===== src/rtl/sdn_pkg.sv =====
package sdn_pkg;
  typedef enum logic [1:0] {
    ST_RUN   = 2'd0,
    ST_PULL  = 2'd1,
    ST_RECOV = 2'd2,
    ST_EXT   = 2'd3
  } sdn_state_e;
endpackage


===== src/rtl/sdn_sync.sv =====
module sdn_sync #(
  parameter int STAGES = 2,
  parameter int WIDTH  = 2
) (
  input  logic             clk,
  input  logic             rst,
  input  logic [WIDTH-1:0] d,
  output logic [WIDTH-1:0] q
);
  logic [WIDTH-1:0] stg [STAGES];

  for (genvar g = 0; g < STAGES; g++) begin : g_stage
    if (g == 0) begin : g_first
      always_ff @(posedge clk) begin
        if (rst) stg[g] <= '0;
        else     stg[g] <= d;
      end
    end else begin : g_next
      always_ff @(posedge clk) begin
        if (rst) stg[g] <= '0;
        else     stg[g] <= stg[g-1];
      end
    end
  end

  assign q = stg[STAGES-1];
endmodule


===== src/rtl/sdn_fsm.sv =====
module sdn_fsm
  import sdn_pkg::*;
(
  input  logic       clk,
  input  logic       rst,
  input  logic       fault_act,
  input  logic       lo_s,
  input  logic       hi_s,
  output logic       pd_q,
  output logic       en_q,
  output sdn_state_e state_o
);
  sdn_state_e state_q, nxt;
  logic       hi_clean;

  assign hi_clean = hi_s && !lo_s;

  always_comb begin
    nxt = state_q;
    case (state_q)
      ST_RECOV: begin
        if (fault_act)     nxt = ST_PULL;
        else if (hi_clean) nxt = ST_RUN;
      end
      ST_RUN: begin
        if (fault_act)     nxt = ST_PULL;
        else if (lo_s)     nxt = ST_EXT;
      end
      ST_EXT: begin
        if (fault_act)     nxt = ST_PULL;
        else if (hi_clean) nxt = ST_RUN;
      end
      ST_PULL: begin
        if (lo_s && !fault_act) nxt = ST_RECOV;
      end
      default: nxt = ST_RECOV;
    endcase
  end

  always_ff @(posedge clk) begin
    if (rst) begin
      state_q <= ST_RECOV;
      pd_q    <= 1'b0;
      en_q    <= 1'b0;
    end else begin
      state_q <= nxt;
      pd_q    <= (nxt == ST_PULL);
      en_q    <= (nxt == ST_RUN);
    end
  end

  assign state_o = state_q;

  AST_PD_ON_FAULT: assert property (@(posedge clk) disable iff (rst)
    fault_act |=> pd_q);
  AST_PD_HOLD: assert property (@(posedge clk) disable iff (rst)
    (state_q == ST_PULL && !lo_s) |=> pd_q);
  AST_PD_REL_LOW: assert property (@(posedge clk) disable iff (rst)
    $fell(pd_q) |-> $past(lo_s));
  AST_EN_NEEDS_HIGH: assert property (@(posedge clk) disable iff (rst)
    $rose(en_q) |-> $past(hi_s));
  AST_EXT_NO_PD: assert property (@(posedge clk) disable iff (rst)
    (state_q == ST_RUN && !fault_act) |=> !pd_q);
  AST_PD_ONLY_FAULT: assert property (@(posedge clk) disable iff (rst)
    $rose(pd_q) |-> $past(fault_act));
endmodule


===== src/rtl/sdn_status.sv =====
module sdn_status (
  input  logic clk,
  input  logic rst,
  input  logic set_i,
  input  logic clr_i,
  output logic sticky_o
);
  logic sticky_q;

  always_ff @(posedge clk) begin
    if (rst)        sticky_q <= 1'b0;
    else if (set_i) sticky_q <= 1'b1;
    else if (clr_i) sticky_q <= 1'b0;
  end

  assign sticky_o = sticky_q;

  AST_STICKY_SET: assert property (@(posedge clk) disable iff (rst)
    set_i |=> sticky_q);
  AST_STICKY_HOLD: assert property (@(posedge clk) disable iff (rst)
    (sticky_q && !clr_i) |=> sticky_q);
endmodule


===== src/rtl/sdn_fault_seq.sv =====
module sdn_fault_seq
  import sdn_pkg::*;
#(
  parameter int SYNC_STAGES = 2
) (
  input  logic clk,
  input  logic rst,
  input  logic flt_cmp_i,
  input  logic uv_lock_i,
  input  logic line_lo_i,
  input  logic line_hi_i,
  input  logic stat_clr_i,
  output logic pd_en_o,
  output logic drv_en_o,
  output logic fault_seen_o
);
  localparam int LVL_W = 2;

  logic [LVL_W-1:0] lvl_raw, lvl_s;
  logic             fault_act;
  logic             pd_q, en_q;
  sdn_state_e       state;

  assign lvl_raw   = {line_hi_i, line_lo_i};
  assign fault_act = flt_cmp_i && !uv_lock_i;

  sdn_sync #(.STAGES(SYNC_STAGES), .WIDTH(LVL_W)) u_sync (
    .clk (clk),
    .rst (rst),
    .d   (lvl_raw),
    .q   (lvl_s)
  );

  sdn_fsm u_fsm (
    .clk       (clk),
    .rst       (rst),
    .fault_act (fault_act),
    .lo_s      (lvl_s[0]),
    .hi_s      (lvl_s[1]),
    .pd_q      (pd_q),
    .en_q      (en_q),
    .state_o   (state)
  );

  sdn_status u_stat (
    .clk      (clk),
    .rst      (rst),
    .set_i    (fault_act),
    .clr_i    (stat_clr_i),
    .sticky_o (fault_seen_o)
  );

  assign pd_en_o  = pd_q;
  assign drv_en_o = en_q && !fault_act;

  AST_EN_ONLY_RUN: assert property (@(posedge clk) disable iff (rst)
    drv_en_o |-> (state == ST_RUN));
endmodule


===== config.mk =====
export PLATFORM = sky130hd
export DESIGN_NAME = sdn_fault_seq
export DESIGN_NICKNAME = d
export VERILOG_FILES = /design/src/rtl/sdn_pkg.sv /design/src/rtl/sdn_sync.sv /design/src/rtl/sdn_fsm.sv /design/src/rtl/sdn_status.sv /design/src/rtl/sdn_fault_seq.sv
export SDC_FILE = /design/constraint.sdc
export NUM_CORES = 1
export LEC_CHECK = 0
export BUFFER_PORTS_ARGS = -buffer_cell sky130_fd_sc_hd__buf_2
export CORE_AREA = 5 5 42 44
export CTS_CLUSTER_DIAMETER = 50
export DETAILED_ROUTE_END_ITERATION = 8
export DIE_AREA = 0 0 47 49
export GPL_TIMING_DRIVEN = 0
export RECOVER_POWER = 50
export SYNTH_ARGS = -nofsm -noshare
export SYNTH_HDL_FRONTEND = slang
export SYNTH_SLANG_ARGS = --single-unit

===== constraint.sdc =====
create_clock -name clk -period 1.2 [get_ports clk]
set_input_delay 0.36 -clock clk [delete_from_list [all_inputs] [get_ports clk]]
set_output_delay 0.36 -clock clk [all_outputs]
set_load 0.01 [all_outputs]

# Word level (Yosys, flattened, before mapping)
# Memories as Yosys holds them, arrays and structs flattened.
# Index checks and enable logic that the tools add are counted.
[op_classes]
add_sub_neg = 0
n_shift = 0
magnitude_cmp = 0
n_reduce_logical = 11
n_eq_ne = 4
multipliers = 0
div_mod_pow = 0
n_bitwise = 2
muxes = 13
[ops]
columns = ["operator", "n"]
rows = [
  ["2-to-1 mux 2 bit", 7],
  ["one-hot mux 2 bit (3 select lines)", 1],
  ["2-to-1 mux 1 bit", 5],
  ["== test 2 x 1 -> 1 bit, second input constant", 2],
  ["== test 2 bit, second input constant", 2],
  ["logical AND 1 bit", 4],
  ["logical NOT 2 bit", 2],
  ["logical NOT 1 bit", 3],
  ["OR 1 bit", 2],
  ["nonzero test 2 bit", 1],
  ["OR reduction 2 bit", 1],
]
[totals]
n_memories = 1
mem_bits_ro = 0
output_inout_bits = 3
elab_cells = 35
latchBits = 0
inputBits = 7
ramBits = 4
register_bits = 5
[memory_table]
columns = ["name", "words", "word_bits", "rd", "rd_ports_with_merged_regs", "wr", "line_no", "rtl"]
rows = [
  ["u_sync.stg", 2, 2, 2, 0, 2, "sdn_sync.sv:10", "logic [WIDTH-1:0] stg [STAGES];"],
]

# Logic depth before layout (Yosys ltp)
[depth]
depth_word = 7
mapped_depth = 3
ltp_nobuf = 3

# Hierarchy
# Synthesis repeated with hierarchy kept, for this count alone.
[unflattened]
cells_unflattened = 31
hier_area_um2 = 327.8
[by_module_without_submodules]
columns = ["module", "seq_area_each_um2", "cells_per_inst", "n_inst", "area_per_inst_um2"]
rows = [
  ["sdn_fsm", 80.1, 17, 1, 161.4],
  ["sdn_sync", 80.1, 8, 1, 105.1],
  ["sdn_status", 20.0, 4, 1, 38.8],
  ["sdn_fault_seq", 0.0, 2, 1, 22.5],
]

# Worst setup path before layout
# OpenSTA, ideal clock, no wires.
[synth_timing]
path_kind = "input -> output"
startpoint = "in uv_lock_i"
endpoint = "out drv_en_o"
slack_ns = 0.106
t_arrival_ns = 0.734
cell_stages = 2
path_buffers = 0
t_required_ns = 0.840
path_cell_list = "nand2b_1 -> and2_1"
[synth_between]
elab_chain_cells = 4
[synth_rtl]
columns = ["element", "line_no", "rtl"]
rows = [
  ["start, declared", "sdn_fault_seq.sv:9", "input logic uv_lock_i,"],
  ["logical NOT 1 bit", "sdn_fault_seq.sv:25", "assign fault_act = flt_cmp_i && !uv_lock_i;"],
  ["logical AND 1 bit", "sdn_fault_seq.sv:25", ""],
  ["logical NOT 1 bit", "sdn_fault_seq.sv:54", "assign drv_en_o = en_q && !fault_act;"],
  ["logical AND 1 bit", "sdn_fault_seq.sv:54", ""],
  ["end, declared", "sdn_fault_seq.sv:14", "output logic drv_en_o,"],
]
# No other way between the ends.

# Final worst setup path
# Ends and elaborated chain as after synthesis.

==> results.py <==
metrics = {
    "status": {
        "status": "completed",
    },
    "floorplanning": {
        "num_rows": 14,
        "start_util": 0.220,
        "coreArea_um2": 1400,
        "die_h_um": 49,
        "io_pins": 10,
        "die_w_um": 47,
        "dieArea_um2": 2300,
    },
    "sta": {
        "fin_crit_sh": 0.985,
        "holdWs_ns": 0.309,
        "grt_setup_unrepaired": "no",
        "worst_pin_slew_ns": 0.352,
        "finalSetupViolCount": 0,
        "relSlewSlack": 0.765,
        "skew_ns": 0.00729,
        "period_minus_slack_ns": 1.18,
        "fmaxAchievable_mhz": 846,
        "timing_hold_violations_final": 0,
        "slew_violations": 0,
    },
    "clock_tree": {
        "clkTransAtPathRegs_ns": 0.06,
        "cts_sinks": 9,
        "hold_buffers": 0,
        "clk_latency_ns": 0.26,
        "cts_tree": "done",
        "clockRootBuffer": "clkbuf_4",
        "h-tree-depth": 1,
        "cts_buffer_depth": 2,
        "cts-buffers-inserted": 3,
    },
    "grt": {
        "grt_max_degree": 10,
        "grt_use_total": 0.0565,
        "grt_pass1_vias": 241,
        "antenna_found_initial": 0,
        "grt.overflow.total": 0,
        "grt_first_pass_wirelength_um": 917,
    },
    "worst_setup_path": {
        "crit_fanout": 2,
        "reg2reg_slack_ns": 0.24,
        "critPathKind": "primary input to primary output",
        "cp-start-kind": "primary input",
        "arrival_ns": 0.82,
        "startpoint": "uv_lock_i",
        "endpoint_kind": "primary output",
        "reg2reg_to": "u_fsm.state_o[0]$_SDFF_PP0_",
        "r2r_start": "u_fsm.state_o[1]$_SDFF_PP1_",
        "critPathRequiredTime_ns": 0.84,
        "r2r.worst_path.cells": 3,
    },
    "final_layout": {
        "area_growth_pct": 36.2,
        "multi_input_area_um2": 138,
        "drive_gt1_frac": 0.318,
        "antennaDiodeCount": 0,
        "seqCellArea_um2": 180,
        "fin_nets": 52,
        "final_cells": 60,
        "fillers": 153,
    },
    "placement": {
        "numPlacedInstances": 55,
        "globalplace.congestion": 0.559,
        "portBuffers": 9,
    },
    "run": {
        "drv_cap": 0,
    },
    "power_and_ir_drop": {
        "cellPowerDensity_nw_per_um2": 1450,
        "p_leak_nw": 0.184,
        "ir_worst_vdd_uv": 748,
    },
    "yosys": {
        "synthMuxAreaShare": 0,
        "synth_top_area_share": 0.585,
        "ys.warnings.count": 0,
        "synth_xor_area_frac": 0,
        "synth_fp_nets": 37,
        "netlist_instances": 30,
        "syn_area_um2": 308,
        "synth.distinct_cells": 13,
        "synth_seq_cells": 9,
        "yosysSeqAreaShare": 0.585,
        "syn_area_per_cell_um2": 10.3,
        "synth_compound_area_frac": 0.110,
        "synth.area.top_cells": "dfxtp_1 (59%), nor2b_1 (10%), nand2b_1 (6.1%)",
        "yosysTopAreaCell": "dfxtp_1",
        "yosys.area_share.simple": 0.305,
        "synth_top_family_by_area": "simple AND/OR/NAND/NOR gates",
        "synth_adder_area_share": 0,
    },
    "drt": {
        "wl_um": 505,
        "drc": 0,
        "routedWlPerCell_um": 8.42,
        "vias_per_cell": 4.25,
        "num_vias": 255,
        "first_pass_iters": 2,
        "ant_nets": 0,
        "drt_iter0_drc": 2,
    },
    "worst_hold_path": {
        "min_to": "u_sync.stg[0][0]$_SDFF_PP0_",
        "worstHoldStart": "line_lo_i",
        "hold-path-cell-count": 2,
        "min_path_type": "primary input to flop",
    },
}
-- per-layer routing --
metal	wire [um]	up-vias	GRT usage
met5	0	-	0
met4	0	0	0.0138
met3	63	0	0.0554
met2	215	10	0.0747
met1	226	116	0.0644
li1	-	129	-
-- final cells by class --
cell class	count	area share
tap	16	0.0478
clock inverter	1	0.0119
clock buffer	3	0.0537
timing repair buffer	10	0.128
sequential	9	0.430
multi-input combinational	21	0.328
-- cells in the final DEF, fill, tap and decap left out, drive strengths merged --
| cell type | netlist | routed |
|---|---|---|
| dfxtp | 9 | 9 |
| buf | 0 | 8 |
| nor2b | 5 | 5 |
| clkbuf | 0 | 5 |
| a21oi | 3 | 3 |
| nand2b | 3 | 3 |
| o21ai | 2 | 2 |
| and2 | 1 | 1 |
| nand2 | 1 | 1 |
| and2b | 1 | 1 |
| nand3b | 1 | 1 |
| o221ai | 1 | 1 |
| nor2 | 1 | 1 |
| and3 | 1 | 1 |
| or3b | 1 | 1 |
| clkinv | 0 | 1 |
-- worst max-delay path, cell delays in order --
cell and delay [ns]:
buf_2 0.09, nand2b_4 0.13, and2_4 0.13, buf_6 0.11
-- what timing repair did --
| item | CTS | global route |
|---|---|---|
| buffers inserted | 1 | 0 |
| pin swaps | 1 | 0 |
| resized for setup | 2 | 2 |
| setup endpoints to repair | 1 | 1 |
-- through the flow --
stage	area [um^2]	setup WS [ns]	utilization	setup TNS [ns]	total power, mW
2_1_floorplan	308	0.106	-	0	0.357
3_3_place_gp	373	-0.148	0.266	-0.148	0.378
3_5_place_dp	373	-0.150	0.266	-0.150	0.379
4_1_cts	415	0.00366	0.296	0	0.620
5_1_grt	419	0.00125	0.299	0	0.652
6_report	419	0.0181	0.299	0	0.606
-- cells in the mapped netlist --
| cell | count |
|---|---|
| o21ai_0 | 2 |
| nand2b_1 | 3 |
| and2_1 | 1 |
| or3b_1 | 1 |
| nand2_1 | 1 |
| dfxtp_1 | 9 |
| nand3b_1 | 1 |
| a21oi_1 | 3 |
| and2b_1 | 1 |
| and3_1 | 1 |
| o221ai_1 | 1 |
| nor2b_1 | 5 |
| nor2_1 | 1 |
-- cell families after synthesis --
family / after synthesis
flops: 9
simple gates: 15
compound gates: 6
-- worst max path at each step --
stage	endpoint	slack, ns
floorplan	drv_en_o	0.11
global placement	drv_en_o	-0.15
detailed placement	drv_en_o	-0.15
CTS	drv_en_o	0.004
global route	drv_en_o	0.001
finish	drv_en_o	0.02
-- flip-flops by register name, summed over array words and instances, names as in the netlist --
| signal | count |
|---|---|
| u_fsm.pd_q | 1 |
| u_sync.stg | 4 |
| u_stat.sticky_o | 1 |
| u_fsm.state_o | 2 |
| u_fsm.en_q | 1 |
-- report_power, final --
part           switching [mW]  internal (mW)  leakage (nW)
logic                  0.0223         0.0316        0.0920
registers             0.00950          0.316        0.0744
clock network           0.104          0.123        0.0177
total                   0.136          0.470         0.184
No activity file was read; power rests on OpenSTA's default activity.
